$ cat config.mk
export PLATFORM = sky130hd
export DESIGN_NAME = hs_fifo
export DESIGN_NICKNAME = d
export VERILOG_FILES = /design/src/rtl/hs_fifo_pkg.sv /design/src/rtl/hs_sync.sv /design/src/rtl/hs_cell.sv /design/src/rtl/hs_port_ctrl.sv /design/src/rtl/hs_fifo.sv
export SDC_FILE = /design/constraint.sdc
export NUM_CORES = 1
export LEC_CHECK = 0
export ABC_AREA = 1
export BUFFER_PORTS_ARGS = -buffer_cell sky130_fd_sc_hd__buf_2
export CORE_AREA = 4 4 85 63
export CTS_BUF_LIST = sky130_fd_sc_hd__clkbuf_4 sky130_fd_sc_hd__clkbuf_8
export DETAILED_ROUTE_END_ITERATION = 7
export DIE_AREA = 0 0 89 67
export PLACE_DENSITY_LB_ADDON = 0.12
export SLEW_MARGIN = 5
export SYNTH_ARGS = -nofsm -noshare
export SYNTH_HDL_FRONTEND = slang
export SYNTH_SLANG_ARGS = --single-unit
$ cat constraint.sdc
create_clock -name clk -period 1.4 [get_ports clk]
set_input_delay 0.07 -clock clk [delete_from_list [all_inputs] [get_ports clk]]
set_output_delay 0.07 -clock clk [all_outputs]
set_load 0.1 [all_outputs]
$ cat src/rtl/hs_fifo_pkg.sv
`timescale 1ns/1ps
package hs_fifo_pkg;
   // Phase of one four-phase handshake on a port.
   typedef enum logic {
      HS_IDLE = 1'b0,   // waiting for a request with a usable slot
      HS_HOLD = 1'b1    // acknowledged, waiting for the request to return to zero
   } hs_phase_e;
endpackage

$ cat src/rtl/hs_sync.sv
`timescale 1ns/1ps
module hs_sync #(
   parameter int STAGES = 2
) (
   input  logic clk,
   input  logic rst_n,
   input  logic d_i,
   output logic q_o
);
   if (STAGES < 2) begin : g_bad_stages
      $error("hs_sync: STAGES must be at least 2");
   end

   logic [STAGES-1:0] chain;

   always_ff @(posedge clk or negedge rst_n) begin
      if (!rst_n) chain <= '0;
      else        chain <= {chain[STAGES-2:0], d_i};
   end

   assign q_o = chain[STAGES-1];
endmodule

$ cat src/rtl/hs_cell.sv
`timescale 1ns/1ps
module hs_cell #(
   parameter int WIDTH = 8
) (
   input  logic             clk,
   input  logic             rst_n,
   input  logic             set_i,    // put accepted into this slot (rising phase)
   input  logic             clr_i,    // get completed from this slot (falling phase)
   input  logic [WIDTH-1:0] wdata_i,
   output logic             valid_o,
   output logic [WIDTH-1:0] data_o
);
   always_ff @(posedge clk or negedge rst_n) begin
      if (!rst_n) begin
         valid_o <= 1'b0;
         data_o  <= '0;
      end else begin
         if (set_i) begin
            valid_o <= 1'b1;
            data_o  <= wdata_i;
         end else if (clr_i) begin
            valid_o <= 1'b0;
         end
      end
   end

   // a slot is never written while it holds an unread word
   a_r3_no_overwrite: assert property (@(posedge clk) disable iff (!rst_n)
      set_i |-> !valid_o);
   // a slot is released only when it holds a word
   a_r7_clear_only_valid: assert property (@(posedge clk) disable iff (!rst_n)
      clr_i |-> valid_o);
   // fill and release of one slot never coincide
   a_r5_set_clr_exclusive: assert property (@(posedge clk) disable iff (!rst_n)
      !(set_i && clr_i));
endmodule

$ cat src/rtl/hs_port_ctrl.sv
`timescale 1ns/1ps
module hs_port_ctrl
   import hs_fifo_pkg::*;
#(
   parameter int DEPTH  = 4,
   parameter bit IS_PUT = 1'b1
) (
   input  logic             clk,
   input  logic             rst_n,
   input  logic             req_s_i,       // synchronized request
   input  logic [DEPTH-1:0] cell_valid_i,
   output logic             ack_o,
   output logic [DEPTH-1:0] tok_o,         // one-hot token position
   output logic             grant_o,       // rising-phase acceptance, one cycle
   output logic             release_o      // falling-phase completion, one cycle
);
   if (DEPTH < 2) begin : g_bad_depth
      $error("hs_port_ctrl: DEPTH must be at least 2");
   end

   hs_phase_e phase;
   logic      slot_ok;
   logic      tok_valid;

   assign tok_valid = |(cell_valid_i & tok_o);

   if (IS_PUT) begin : g_put_side
      assign slot_ok = !tok_valid;   // put needs an empty slot under the token
   end else begin : g_get_side
      assign slot_ok = tok_valid;    // get needs a stored word under the token
   end

   assign grant_o   = (phase == HS_IDLE) && req_s_i && slot_ok;
   assign release_o = (phase == HS_HOLD) && !req_s_i;
   assign ack_o     = (phase == HS_HOLD);

   always_ff @(posedge clk or negedge rst_n) begin
      if (!rst_n) begin
         phase <= HS_IDLE;
         tok_o <= DEPTH'(1);
      end else begin
         if (grant_o) phase <= HS_HOLD;
         else if (release_o) begin
            phase <= HS_IDLE;
            tok_o <= {tok_o[DEPTH-2:0], tok_o[DEPTH-1]};
         end
      end
   end

   // the acknowledge rises only in answer to a high request
   a_r1_ack_rise_on_req: assert property (@(posedge clk) disable iff (!rst_n)
      $rose(ack_o) |-> $past(req_s_i));
   // the acknowledge falls only after the request has returned to zero
   a_r2_ack_fall_on_idle: assert property (@(posedge clk) disable iff (!rst_n)
      $fell(ack_o) |-> !$past(req_s_i));
   // a held request keeps the acknowledge up and moves nothing more
   a_r5_hold_while_req: assert property (@(posedge clk) disable iff (!rst_n)
      (ack_o && req_s_i) |=> (ack_o && $stable(tok_o)));
   // exactly one token position at all times
   a_r9_token_onehot: assert property (@(posedge clk) disable iff (!rst_n)
      $countones(tok_o) == 1);
endmodule

$ cat src/rtl/hs_fifo.sv
`timescale 1ns/1ps
module hs_fifo #(
   parameter int DEPTH       = 4,
   parameter int WIDTH       = 8,
   parameter int SYNC_STAGES = 2
) (
   input  logic             clk,
   input  logic             rst_n,
   input  logic             snd_req,
   input  logic [WIDTH-1:0] snd_data,
   output logic             snd_ack,
   input  logic             rcv_req,
   output logic [WIDTH-1:0] rcv_data,
   output logic             rcv_ack
);
   if (WIDTH < 1) begin : g_bad_width
      $error("hs_fifo: WIDTH must be at least 1");
   end

   logic             snd_req_s, rcv_req_s;
   logic [DEPTH-1:0] cell_valid;
   logic [WIDTH-1:0] cell_data [DEPTH];
   logic [DEPTH-1:0] put_tok, get_tok;
   logic             put_grant, put_release;
   logic             get_grant, get_release;

   hs_sync #(.STAGES(SYNC_STAGES)) u_snd_sync (
      .clk(clk), .rst_n(rst_n), .d_i(snd_req), .q_o(snd_req_s));
   hs_sync #(.STAGES(SYNC_STAGES)) u_rcv_sync (
      .clk(clk), .rst_n(rst_n), .d_i(rcv_req), .q_o(rcv_req_s));

   hs_port_ctrl #(.DEPTH(DEPTH), .IS_PUT(1'b1)) u_put_ctrl (
      .clk(clk), .rst_n(rst_n), .req_s_i(snd_req_s), .cell_valid_i(cell_valid),
      .ack_o(snd_ack), .tok_o(put_tok), .grant_o(put_grant), .release_o(put_release));

   hs_port_ctrl #(.DEPTH(DEPTH), .IS_PUT(1'b0)) u_get_ctrl (
      .clk(clk), .rst_n(rst_n), .req_s_i(rcv_req_s), .cell_valid_i(cell_valid),
      .ack_o(rcv_ack), .tok_o(get_tok), .grant_o(get_grant), .release_o(get_release));

   for (genvar i = 0; i < DEPTH; i++) begin : g_cell
      hs_cell #(.WIDTH(WIDTH)) u_cell (
         .clk(clk), .rst_n(rst_n),
         .set_i(put_grant && put_tok[i]),
         .clr_i(get_release && get_tok[i]),
         .wdata_i(snd_data),
         .valid_o(cell_valid[i]),
         .data_o(cell_data[i]));
   end

   // Head word: the slot holding the get token drives the output at all times.
   always_comb begin
      rcv_data = '0;
      for (int i = 0; i < DEPTH; i++)
         if (get_tok[i]) rcv_data = cell_data[i];
   end

   // the dequeued word does not change while the get acknowledge is high
   a_r2_data_stable: assert property (@(posedge clk) disable iff (!rst_n)
      (rcv_ack && $past(rcv_ack)) |-> $stable(rcv_data));
   // no get acknowledge while every slot was empty
   a_r4_no_ack_empty: assert property (@(posedge clk) disable iff (!rst_n)
      $rose(rcv_ack) |-> $past(|cell_valid));
   // no put acknowledge while every slot was full
   a_r3_no_ack_full: assert property (@(posedge clk) disable iff (!rst_n)
      $rose(snd_ack) |-> !$past(&cell_valid));
   // the get grant fires only with the get token on a stored slot
   a_r8_get_on_valid: assert property (@(posedge clk) disable iff (!rst_n)
      get_grant |-> |(get_tok & cell_valid));
endmodule

==> implementation parameters, run 1 <==
Parameter                              Value

Outcome
  Status ... complete, but fails checks
  Violations in the final reports ... negative setup slack

Floorplan
  Horizontal die dimension ... 89 µm
  Total I/O pin count ... 22
  Die height ... 67 µm
  Initial core utilization ... 52.60%
  Overall die area ... 5963 µm²
  # rows ... 21
  Area of the core ... 4598 µm²

Detailed routing
  Vias post-DR ... 2030
  Topmost layer with routed signal wires ... met4
  Met3 wire len ... 366 µm
  DR WL met2 ... 2.863 mm
  Antenna viol nets, final ... 0
  DR pass1 iterations ... 4
  Drt total wl ... 6.078 mm
  Post-detailed-route DRC marker count ... 0
  Number of vias per cell ... 5.562
  Detailed router's first-iteration violation count ... 133
  Routed metal-1 wirelength ... 2.743 mm
  Post-detailed-route wirelength per cell ... 16.65 µm

Clocking
  Clk sinks ... 50
  CTS tree ... done
  Clock buffer depth ... 2
  CTS buffer count ... 5
  Clock root buffer ... sky130_fd_sc_hd__clkbuf_8
  Clock Latency Late Sink ... 0.32 ns
  Clock slew seen by the registers of the worst setup and hold paths ... 0.10 ns
  Max H-tree Level ... 2

Worst setup path
  Critical Path Source Type ... flop
  Required time of the critical path ... 1.33 ns
  Class of the most critical setup path ... flop to output pin
  Max Fanout on Critical Path ... 4
  Arrival time of data at the critical path endpoint ... 1.62 ns
  Type of element capturing the critical path ... output pin

Timing
  Setup violators final ... 8
  Slew at the pin closest to its max-slew limit ... 0.4853 ns
  Crit path time final ... 1.688 ns
  Slew Viols, Final ... 0
  Achievable Freq ... 592.5 MHz
  Final hold slack ... 0.03843 ns
  Fin Setup TNS ... -2.152 ns
  Final hold violation count ... 0
  Setup clock skew after layout ... 0.01497 ns
  Post-route setup slack ... -0.2879 ns
  Setup repair after global routing missed its margin ... yes
  Crit share post-route ... 120.6%
  Relative slew slack ... 67.87%

Global routing
  Residual overflow from global routing ... 0
  Vias in the first global route ... 1965
  First-pass GRT wire length ... 10.12 mm
  Maximum number of pins on one net before global-route repair ... 24
  Number of antenna violations at the first check in global routing ... 0
  GRT Resource Usage Total ... 23.17%

Pwr
  Power density over the cells ... 1785 nW/µm²
  Maximum VDD drop ... 1027 µV
  Leakage power figure ... 1.439 nW

Final layout
  Utilization after layout ... 66.99%
  Count of inserted antenna diode cells ... 0
  Fraction of final layout cells sized beyond drive strength 1 ... 30.19%
  Final net count ... 319
  Layout fillers ... 369
  Final cell area excluding filler cells ... 3080 µm²
  Layout overhead on the synthesized area ... 27.37%
  Commonest cells after routing, fill and taps aside ... sky130_fd_sc_hd__nand2_1 (93), sky130_fd_sc_hd__dfrtp_1 (45), sky130_fd_sc_hd__nand4_1 (32)
  Area taken by multi-input logic gates ... 1127 µm²
  FF/Latch Area ... 1260 µm²
  Most common cell after layout, fill and taps aside ... sky130_fd_sc_hd__nand2_1

Logic synthesis
  Mapped Area ... 2419 µm²
  Yosys Warn Count ... 0
  Count of cell types in the netlist ... 21
  Cell type contributing the most total cell area after synthesis ... sky130_fd_sc_hd__dfrtp_1
  Synthesized netlist cell count ... 274
  Synth Area per Inst ... 8.827 µm²
  Number of nets in the synthesized netlist ... 286
  Post-synthesis sequential element count ... 50
  Fraction of synthesized cell area taken by the top area cell type ... 49.66%
  Leading cell types by total area after synthesis ... sky130_fd_sc_hd__dfrtp_1 (50%), sky130_fd_sc_hd__nand2_1 (16%), sky130_fd_sc_hd__nand4_1 (8.3%)
  Part of the Yosys area used for sequential elements ... 51.84%

Place
  Post-placement cell area ... 2815 µm²
  Port Buffers ... 21
  DP Wirelength ... 3.912 mm
  Final GP Congestion ... 0.8191

Hold path
  Class of the tightest hold or removal check ... primary input to flop

Run
  Total of max-cap violations ... 0
## power breakdown
group | switching [W] | internal (W) | total, W | leakage [nW]
registers | 0.000357 | 0.00204 | 0.00240 | 0.593
clock network | 0.000513 | 0.000716 | 0.00123 | 0.0683
logic | 0.00126 | 0.000606 | 0.00187 | 0.777
total | 0.00213 | 0.00337 | 0.00550 | 1.44
## area by class of cell
class,instances,share of cell area (%)
Timing Repair Buffer,40,14.01
Tap cell,57,2.315
Multi-Input combinational cell,196,36.60
Clock buffer,5,2.234
Clock inverter,3,2.234
Sequential cell,50,40.90
Inverter,14,1.706
## metrics by stage
stage	setup slack [ns]	cells	total power [W]
floorplan	-0.06263	274	0.003906
global placement	0.06313	350	0.004209
detailed placement	0.05190	350	0.004273
CTS	-0.2622	365	0.005499
global route	-0.3459	365	0.005875
finish	-0.2879	365	0.005497
## path summary, 6_finish.rpt
kind	startpoint	end	slack [ns]	cells past startpoint
max	u_get_ctrl.tok_o[0]	rcv_data[4]	-0.29	6
min	snd_data[4]	g_cell[0].u_cell.data_o[4]	0.04	3
max reg2reg	u_put_ctrl.ack_o	g_cell[1].u_cell.data_o[7]	0.08	6
min reg2reg	u_snd_sync.chain[0]	u_snd_sync.chain[1]	0.36	0
max in group asynchronous	rst_n	g_cell[3].u_cell.data_o[2]	0.62	4
min in group asynchronous	rst_n	g_cell[1].u_cell.data_o[3]	0.17	2
## Yosys cell counts
master and count:
sky130_fd_sc_hd__a21oi_1 20, sky130_fd_sc_hd__buf_2 5, sky130_fd_sc_hd__buf_4 2, sky130_fd_sc_hd__buf_6 2, sky130_fd_sc_hd__buf_8 4, sky130_fd_sc_hd__clkbuf_4 1
sky130_fd_sc_hd__dfrtp_1 48, sky130_fd_sc_hd__dfstp_2 2, sky130_fd_sc_hd__inv_1 6, sky130_fd_sc_hd__inv_2 8, sky130_fd_sc_hd__mux2_1 2, sky130_fd_sc_hd__nand2_1 105
sky130_fd_sc_hd__nand2_2 2, sky130_fd_sc_hd__nand2_4 2, sky130_fd_sc_hd__nand3_1 8, sky130_fd_sc_hd__nand3_4 4, sky130_fd_sc_hd__nand4_1 32, sky130_fd_sc_hd__nor2_1 12
sky130_fd_sc_hd__nor2_8 2, sky130_fd_sc_hd__o21ai_0 1, sky130_fd_sc_hd__o21ai_1 6
## per-layer routing
layer	GRT usage, %	up-vias
li1	-	981
met2	36.48	64
met1	31.23	974
met3	5.810	11
met5	0	-
met4	7.621	0
## critical path, cell delays in order (launching register included)
cell and delay, ns:
sky130_fd_sc_hd__dfstp_2 0.59, sky130_fd_sc_hd__buf_6 0.13, sky130_fd_sc_hd__nand3_1 0.07, sky130_fd_sc_hd__nand2_1 0.08, sky130_fd_sc_hd__nand2_1 0.08, sky130_fd_sc_hd__a21oi_4 0.16
sky130_fd_sc_hd__buf_12 0.19
## state kept, by name (all words and copies together) (netlist names)
name                   flops
g_cell.u_cell.data_o      32
u_get_ctrl.ack_o           1
g_cell.u_cell.valid_o      4
u_snd_sync.chain           2
u_rcv_sync.chain           2
u_get_ctrl.tok_o           4
u_put_ctrl.tok_o           4
u_put_ctrl.ack_o           1
## kinds of logic after synthesis
kind of cell | count (synthesis) | share of synthesized area, %
flip-flops | 50 | 51.84
multiplexers | 2 | 0.9311
buffers and inverters | 28 | 7.553
AND/OR/NAND/NOR | 167 | 34.09
AO/OA/AOI/OAI | 27 | 5.587
## what timing repair did
action	4_1_cts	5_1_grt
pin swaps	5	8
setup buffers	4	0
resized for setup	11	11
endpoints found under the hold margin	35	0
hold buffers	3	0
setup endpoints to repair	8	30
Power figures use the tool's default switching activity.
==> inputs of run 2 (changes only) <==
Settings changed: CORE_AREA 4 4 85 63 to 4 4 72 74, DIE_AREA 0 0 89 67 to 0 0 76 78.
==> run 2 against run 1 <==
  * Core utilization decreased by 0.24 points
  * The run still ends with negative setup slack left
  * Via count decreased by 1.7%
  * Global-route usage decreased by 2.1 points
  * Critical path type unchanged
  * Clock skew decreased by 0.0055 ns
==> implementation parameters, run 2 (synthesis gave the netlist of run 1 again) <==
Parameter                              Value

Outcome
  Status ... complete, but fails checks
  Violations in the final reports ... negative setup slack

Place
  DP Wirelength ... 3.674 mm
  Port Buffers ... 21
  Final GP Congestion ... 0.8425

Timing
  Setup clock skew after layout ... 0.009461 ns
  Setup repair after global routing missed its margin ... yes
  Crit path time final ... 1.638 ns
  Setup violators final ... 8
  Achievable Freq ... 610.4 MHz
  Fin Setup TNS ... -1.743 ns
  Slew Viols, Final ... 0
  Slew at the pin closest to its max-slew limit ... 0.4877 ns
  Post-route setup slack ... -0.2381 ns
  Relative slew slack ... 67.71%
  Crit share post-route ... 117.0%
  Final hold violation count ... 0

Global routing
  Maximum number of pins on one net before global-route repair ... 51
  Number of antenna violations at the first check in global routing ... 0
  Residual overflow from global routing ... 0
  Vias in the first global route ... 1932
  GRT Resource Usage Total ... 21.03%
  First-pass GRT wire length ... 9.749 mm

Floorplan
  Initial core utilization ... 52.60%
  Horizontal die dimension ... 76 µm
  # rows ... 25
  Die height ... 78 µm
  Area of the core ... 4598 µm²
  Overall die area ... 5928 µm²
  Total I/O pin count ... 22

Worst setup path
  Critical Path Source Type ... flop
  Reg-to-Reg Start ... u_put_ctrl.ack_o
  Class of the most critical setup path ... flop to output pin
  Beginning of the critical path ... u_get_ctrl.tok_o[0]
  Required time of the critical path ... 1.33 ns
  Type of element capturing the critical path ... output pin
  Arrival time of data at the critical path endpoint ... 1.57 ns
  Max Fanout on Critical Path ... 5

Clocking
  Clock root buffer ... sky130_fd_sc_hd__clkbuf_8
  Max H-tree Level ... 2
  CTS buffer count ... 5
  Clock buffer depth ... 2
  Clk sinks ... 50
  Clock slew seen by the registers of the worst setup and hold paths ... 0.09 ns
  CTS tree ... done
  Clock Latency Late Sink ... 0.31 ns

Detailed routing
  Post-detailed-route wirelength per cell ... 15.84 µm
  Antenna viol nets, final ... 0
  DR pass1 iterations ... 4
  Number of vias per cell ... 5.454
  Post-detailed-route DRC marker count ... 0
  Vias post-DR ... 1996
  Drt total wl ... 5.796 mm
  Detailed router's first-iteration violation count ... 229

Hold path
  Class of the tightest hold or removal check ... primary input to flop
  Hold path startpoint ... snd_data[0]

Final layout
  Most common cell after layout, fill and taps aside ... sky130_fd_sc_hd__nand2_1
  Layout fillers ... 361
  Layout overhead on the synthesized area ... 26.90%
  Count of inserted antenna diode cells ... 0
  Commonest cells after routing, fill and taps aside ... sky130_fd_sc_hd__nand2_1 (95), sky130_fd_sc_hd__dfrtp_1 (45), sky130_fd_sc_hd__nand4_1 (32)
  Final net count ... 323
  Largest register by flop count ... g_cell.u_cell.data_o
  Flip-flop count of the largest register after layout ... 32
  Fraction of final layout cells sized beyond drive strength 1 ... 29.81%

Run
  Total of max-cap violations ... 0

Pwr
  Maximum VDD drop ... 1007 µV
  Leakage power figure ... 1.444 nW
  Overall power after layout ... 0.005377 W
  Power density over the cells ... 1752 nW/µm²
-- run 2: power breakdown --
| part | leakage, nW | internal [W] | switching (W) | total (W) |
|---|---|---|---|---|
| logic | 0.792 | 0.000659 | 0.00127 | 0.00193 |
| registers | 0.593 | 0.00204 | 0.000355 | 0.00240 |
| clock network | 0.0593 | 0.000574 | 0.000471 | 0.00105 |
-- run 2: routing by layer --
| layer | vias up | wire length [µm] | global-route usage (%) |
|---|---|---|---|
| li1 | 989 | - | - |
| met1 | 949 | 2643 | 29.70 |
| met2 | 49 | 2756 | 32.53 |
| met3 | 9 | 302 | 3.944 |
| met4 | 0 | 94 | 7.117 |
| met5 | - | 0 | 0 |
-- run 2: cell type report --
cell class / instances / area, µm² / share of cell area (%)
Clock inverter: 1 / 30.03 / 0.9784
Clock buffer: 7 / 83.83 / 2.731
Inverter: 14 / 55.05 / 1.794
Sequential cell: 50 / 1260 / 41.05
Timing Repair Buffer: 43 / 450.4 / 14.68
Tap cell: 54 / 67.56 / 2.201
Multi-Input combinational cell: 197 / 1122 / 36.57
-- run 2: worst paths after layout --
| path | endpoint | slack, ns | cells after the start |
|---|---|---|---|
| worst max-delay path | rcv_data[1] | -0.24 | 6 |
| worst min-delay path | g_cell[3].u_cell.data_o[0] | 0.04 | 3 |
| worst max register to register | g_cell[3].u_cell.data_o[1] | 0.01 | 7 |
| worst min register to register | u_snd_sync.chain[1] | 0.35 | 0 |
| max in group asynchronous | u_put_ctrl.tok_o[0] | 0.85 | 3 |
| min in group asynchronous | g_cell[1].u_cell.data_o[4] | 0.27 | 3 |
-- run 2: critical path, cell delays in order, from the launching register on --
cell	delay [ns]
sky130_fd_sc_hd__dfstp_2	0.56
sky130_fd_sc_hd__buf_6	0.13
sky130_fd_sc_hd__nand3_2	0.07
sky130_fd_sc_hd__nand2_2	0.08
sky130_fd_sc_hd__nand2_2	0.06
sky130_fd_sc_hd__a21oi_4	0.17
sky130_fd_sc_hd__buf_12	0.19
-- run 2: metrics by stage --
stage,hold slack [ns],worst slack [ns],std cells,cell area [µm²],utilization (%)
2_1_floorplan,-0.2256,-0.06263,274,2527,-
3_3_place_gp,0.08259,0.06044,347,2811,61.14
4_1_cts,0.03881,-0.2289,361,2993,65.09
3_5_place_dp,0.07951,0.05312,347,2811,61.14
5_1_grt,0.03948,-0.3185,366,3069,66.75
6_report,0.04147,-0.2381,366,3069,66.75
-- run 2: timing repair --
action | in CTS | in global routing
cloned | 0 | 1
buffers inserted | 3 | 4
endpoints found under the hold margin | 50 | 0
hold buffers | 3 | 0
pin swaps | 3 | 5
resized for setup | 7 | 13
setup endpoints to repair | 8 | 21
==> inputs of run 3 (changes only) <==
Settings changed: CORE_AREA 4 4 72 74 to 2 2 70 72, DIE_AREA 0 0 76 78 to 0 0 72 74.
Clock period 1.4 ns to 2.05 ns, I/O delays scaled along.
==> run 3 against run 2 <==
  * The run now ends clean
  * Clock power fell by 33%
  * Sequential share of layout area increased by 5.6 points
  * Sequential cell count is the same
  * Worst setup slack better by 0.44 ns
  * Core utilization decreased by 8.3 points
  * Clock skew is 0.0012 ns lower
  * First-iteration DRC count down 25%
  * Routed wire length is 0.21% higher
  * Sequential power decreased by 29%
  * Die area is 10% lower
  * Final cell count shrank 3.6%
  * Global-route usage increased by 3.2 points
  * Critical endpoint is now rcv_data[7]
==> implementation parameters, run 3 (synthesis gave the netlist of run 1 again) <==
Parameter                              Value

Outcome
  Status ... finished, final reports clean

Floorplan
  Horizontal die dimension ... 72 µm
  Overall die area ... 5328 µm²
  Initial core utilization ... 52.60%
  Die height ... 74 µm
  # rows ... 25
  Total I/O pin count ... 22
  Area of the core ... 4598 µm²

Clocking
  Clock slew seen by the registers of the worst setup and hold paths ... 0.10 ns
  CTS buffer count ... 5
  CTS tree ... done
  Clock Latency Late Sink ... 0.31 ns
  Clock root buffer ... sky130_fd_sc_hd__clkbuf_8
  Clock buffer depth ... 2
  Post_cts resized ... 0
  Clk sinks ... 50
  Max H-tree Level ... 2

Final layout
  Layout overhead on the synthesized area ... 11.12%
  Final net count ... 310
  Commonest cells after routing, fill and taps aside ... sky130_fd_sc_hd__nand2_1 (105), sky130_fd_sc_hd__dfrtp_1 (48), sky130_fd_sc_hd__nand4_1 (32)
  Fraction of final layout cells sized beyond drive strength 1 ... 21.40%
  Flip-flop count of the largest register after layout ... 32
  Most common cell after layout, fill and taps aside ... sky130_fd_sc_hd__nand2_1
  Largest register by flop count ... g_cell.u_cell.data_o
  Count of inserted antenna diode cells ... 0

Global routing
  Vias in the first global route ... 1858
  GRT Resource Usage Total ... 24.23%
  Residual overflow from global routing ... 0
  Number of antenna violations at the first check in global routing ... 0
  Maximum number of pins on one net before global-route repair ... 51
  First-pass GRT wire length ... 9.653 mm

Worst setup path
  Max Fanout on Critical Path ... 11
  Type of element capturing the critical path ... output pin
  CP max stage cell ... sky130_fd_sc_hd__dfrtp_1
  Cell repeated most along the worst path ... sky130_fd_sc_hd__nand2_1
  Arrival time of data at the critical path endpoint ... 1.75 ns
  Required time of the critical path ... 1.95 ns
  Class of the most critical setup path ... flop to output pin
  Largest stage delay, worst path ... 0.50 ns
  Cell chain of the critical path ... inv_2 -> nand3_1 -> nand2_1 -> nand2_1 -> a21oi_2 -> buf_2
  Critical Path Source Type ... flop

Timing
  Achievable Freq ... 540.2 MHz
  Setup violators final ... 0
  Final hold violation count ... 0
  Crit path time final ... 1.851 ns
  Setup clock skew after layout ... 0.008226 ns
  Crit share post-route ... 90.29%
  Setup repair after global routing missed its margin ... no
  Fin Setup TNS ... 0 ns
  Slew Viols, Final ... 0
  Post-route setup slack ... 0.1990 ns
  Relative slew slack ... 56.97%
  Slew at the pin closest to its max-slew limit ... 0.6455 ns

Detailed routing
  DR pass1 iterations ... 4
  Post-detailed-route DRC marker count ... 0
  Post-detailed-route wirelength per cell ... 16.45 µm
  Number of vias per cell ... 5.496
  Detailed router's first-iteration violation count ... 171
  Antenna viol nets, final ... 0
  Vias post-DR ... 1940
  Drt total wl ... 5.808 mm

Place
  DP Wirelength ... 3.885 mm
  Worst setup timing slack at the placement stage ... 0.5153 ns
  Final GP Congestion ... 0.8724
  Port Buffers ... 21

Pwr
  Leakage power figure ... 1.333 nW
  Power density over the cells ... 1335 nW/µm²
  Maximum VDD drop ... 804.9 µV

Run
  Total of max-cap violations ... 0

Hold path
  Class of the tightest hold or removal check ... primary input to flop
-- run 3: cell types whose count changed in the layout (fill, tap and decap cells not counted), sizes merged --
cell,previous run,this run
nand3,13,12
clkinvlp,0,2
buf,40,28
clkbuf,7,5
-- run 3: report_power, final --
group	total [W]	internal [W]	switching [W]
Sequential	0.00170	0.00139	0.000307
Combinational	0.00118	0.000369	0.000816
Clock	0.000704	0.000363	0.000340
-- run 3: area by class of cell --
cell class / count / area, µm²
tap: 54 / 67.56
inverter: 14 / 52.55
clock buffer: 5 / 68.82
multi-input combinational: 196 / 1012
fill: 404 / 1911
clock inverter: 3 / 45.04
timing repair buffer: 31 / 187.7
sequential: 50 / 1254
-- run 3: timing repair --
item	in CTS	in global routing
hold endpoints to repair	50	0
hold buffers	3	0
endpoints found under the setup margin	0	0
setup buffers	0	0
-- run 3: critical path, delay by kind of cell, from the launching register on --
kind	cells	cell delay, ns
buffers and inverters	2	0.61
and+or+nand+nor	3	0.20
AOI/OAI and AO/OA	1	0.13
DFF	1	0.50
-- run 3: final timing paths --
path	start	to	slack, ns	cells past startpoint
max reg2reg	u_put_ctrl.tok_o[0]	g_cell[2].u_cell.data_o[3]	0.51	6
min	snd_data[2]	g_cell[3].u_cell.data_o[2]	0.08	3
min in group asynchronous	rst_n	g_cell[2].u_cell.valid_o	0.42	3
min reg2reg	u_snd_sync.chain[0]	u_snd_sync.chain[1]	0.36	0
max in group asynchronous	rst_n	u_get_ctrl.tok_o[2]	1.19	3
max	u_get_ctrl.tok_o[1]	rcv_data[7]	0.20	6
-- run 3: per-layer routing --
metal  vias up  global-route usage (%)  part of all wire, %
met1       924                   35.45                   48
met2        54                   35.70                   44
met3         9                   5.691                  6.1
met4         0                   8.386                  1.4
met5         -                       0                    0
li1        953                       -                    -
-- run 3: through the flow --
| stage | utilization [%] | area, µm² | hold WS [ns] | instances | total power (W) |
|---|---|---|---|---|---|
| after floorplan | - | 2449 | -0.1931 | 274 | 0.002661 |
| after global placement | 55.32 | 2544 | 0.2108 | 342 | 0.002884 |
| after detailed placement | 55.32 | 2544 | 0.2124 | 342 | 0.002909 |
| after CTS | 58.45 | 2688 | 0.06935 | 353 | 0.003628 |
| after global routing | 58.45 | 2688 | 0.08478 | 353 | 0.003837 |
| final | 58.45 | 2688 | 0.08329 | 353 | 0.003588 |
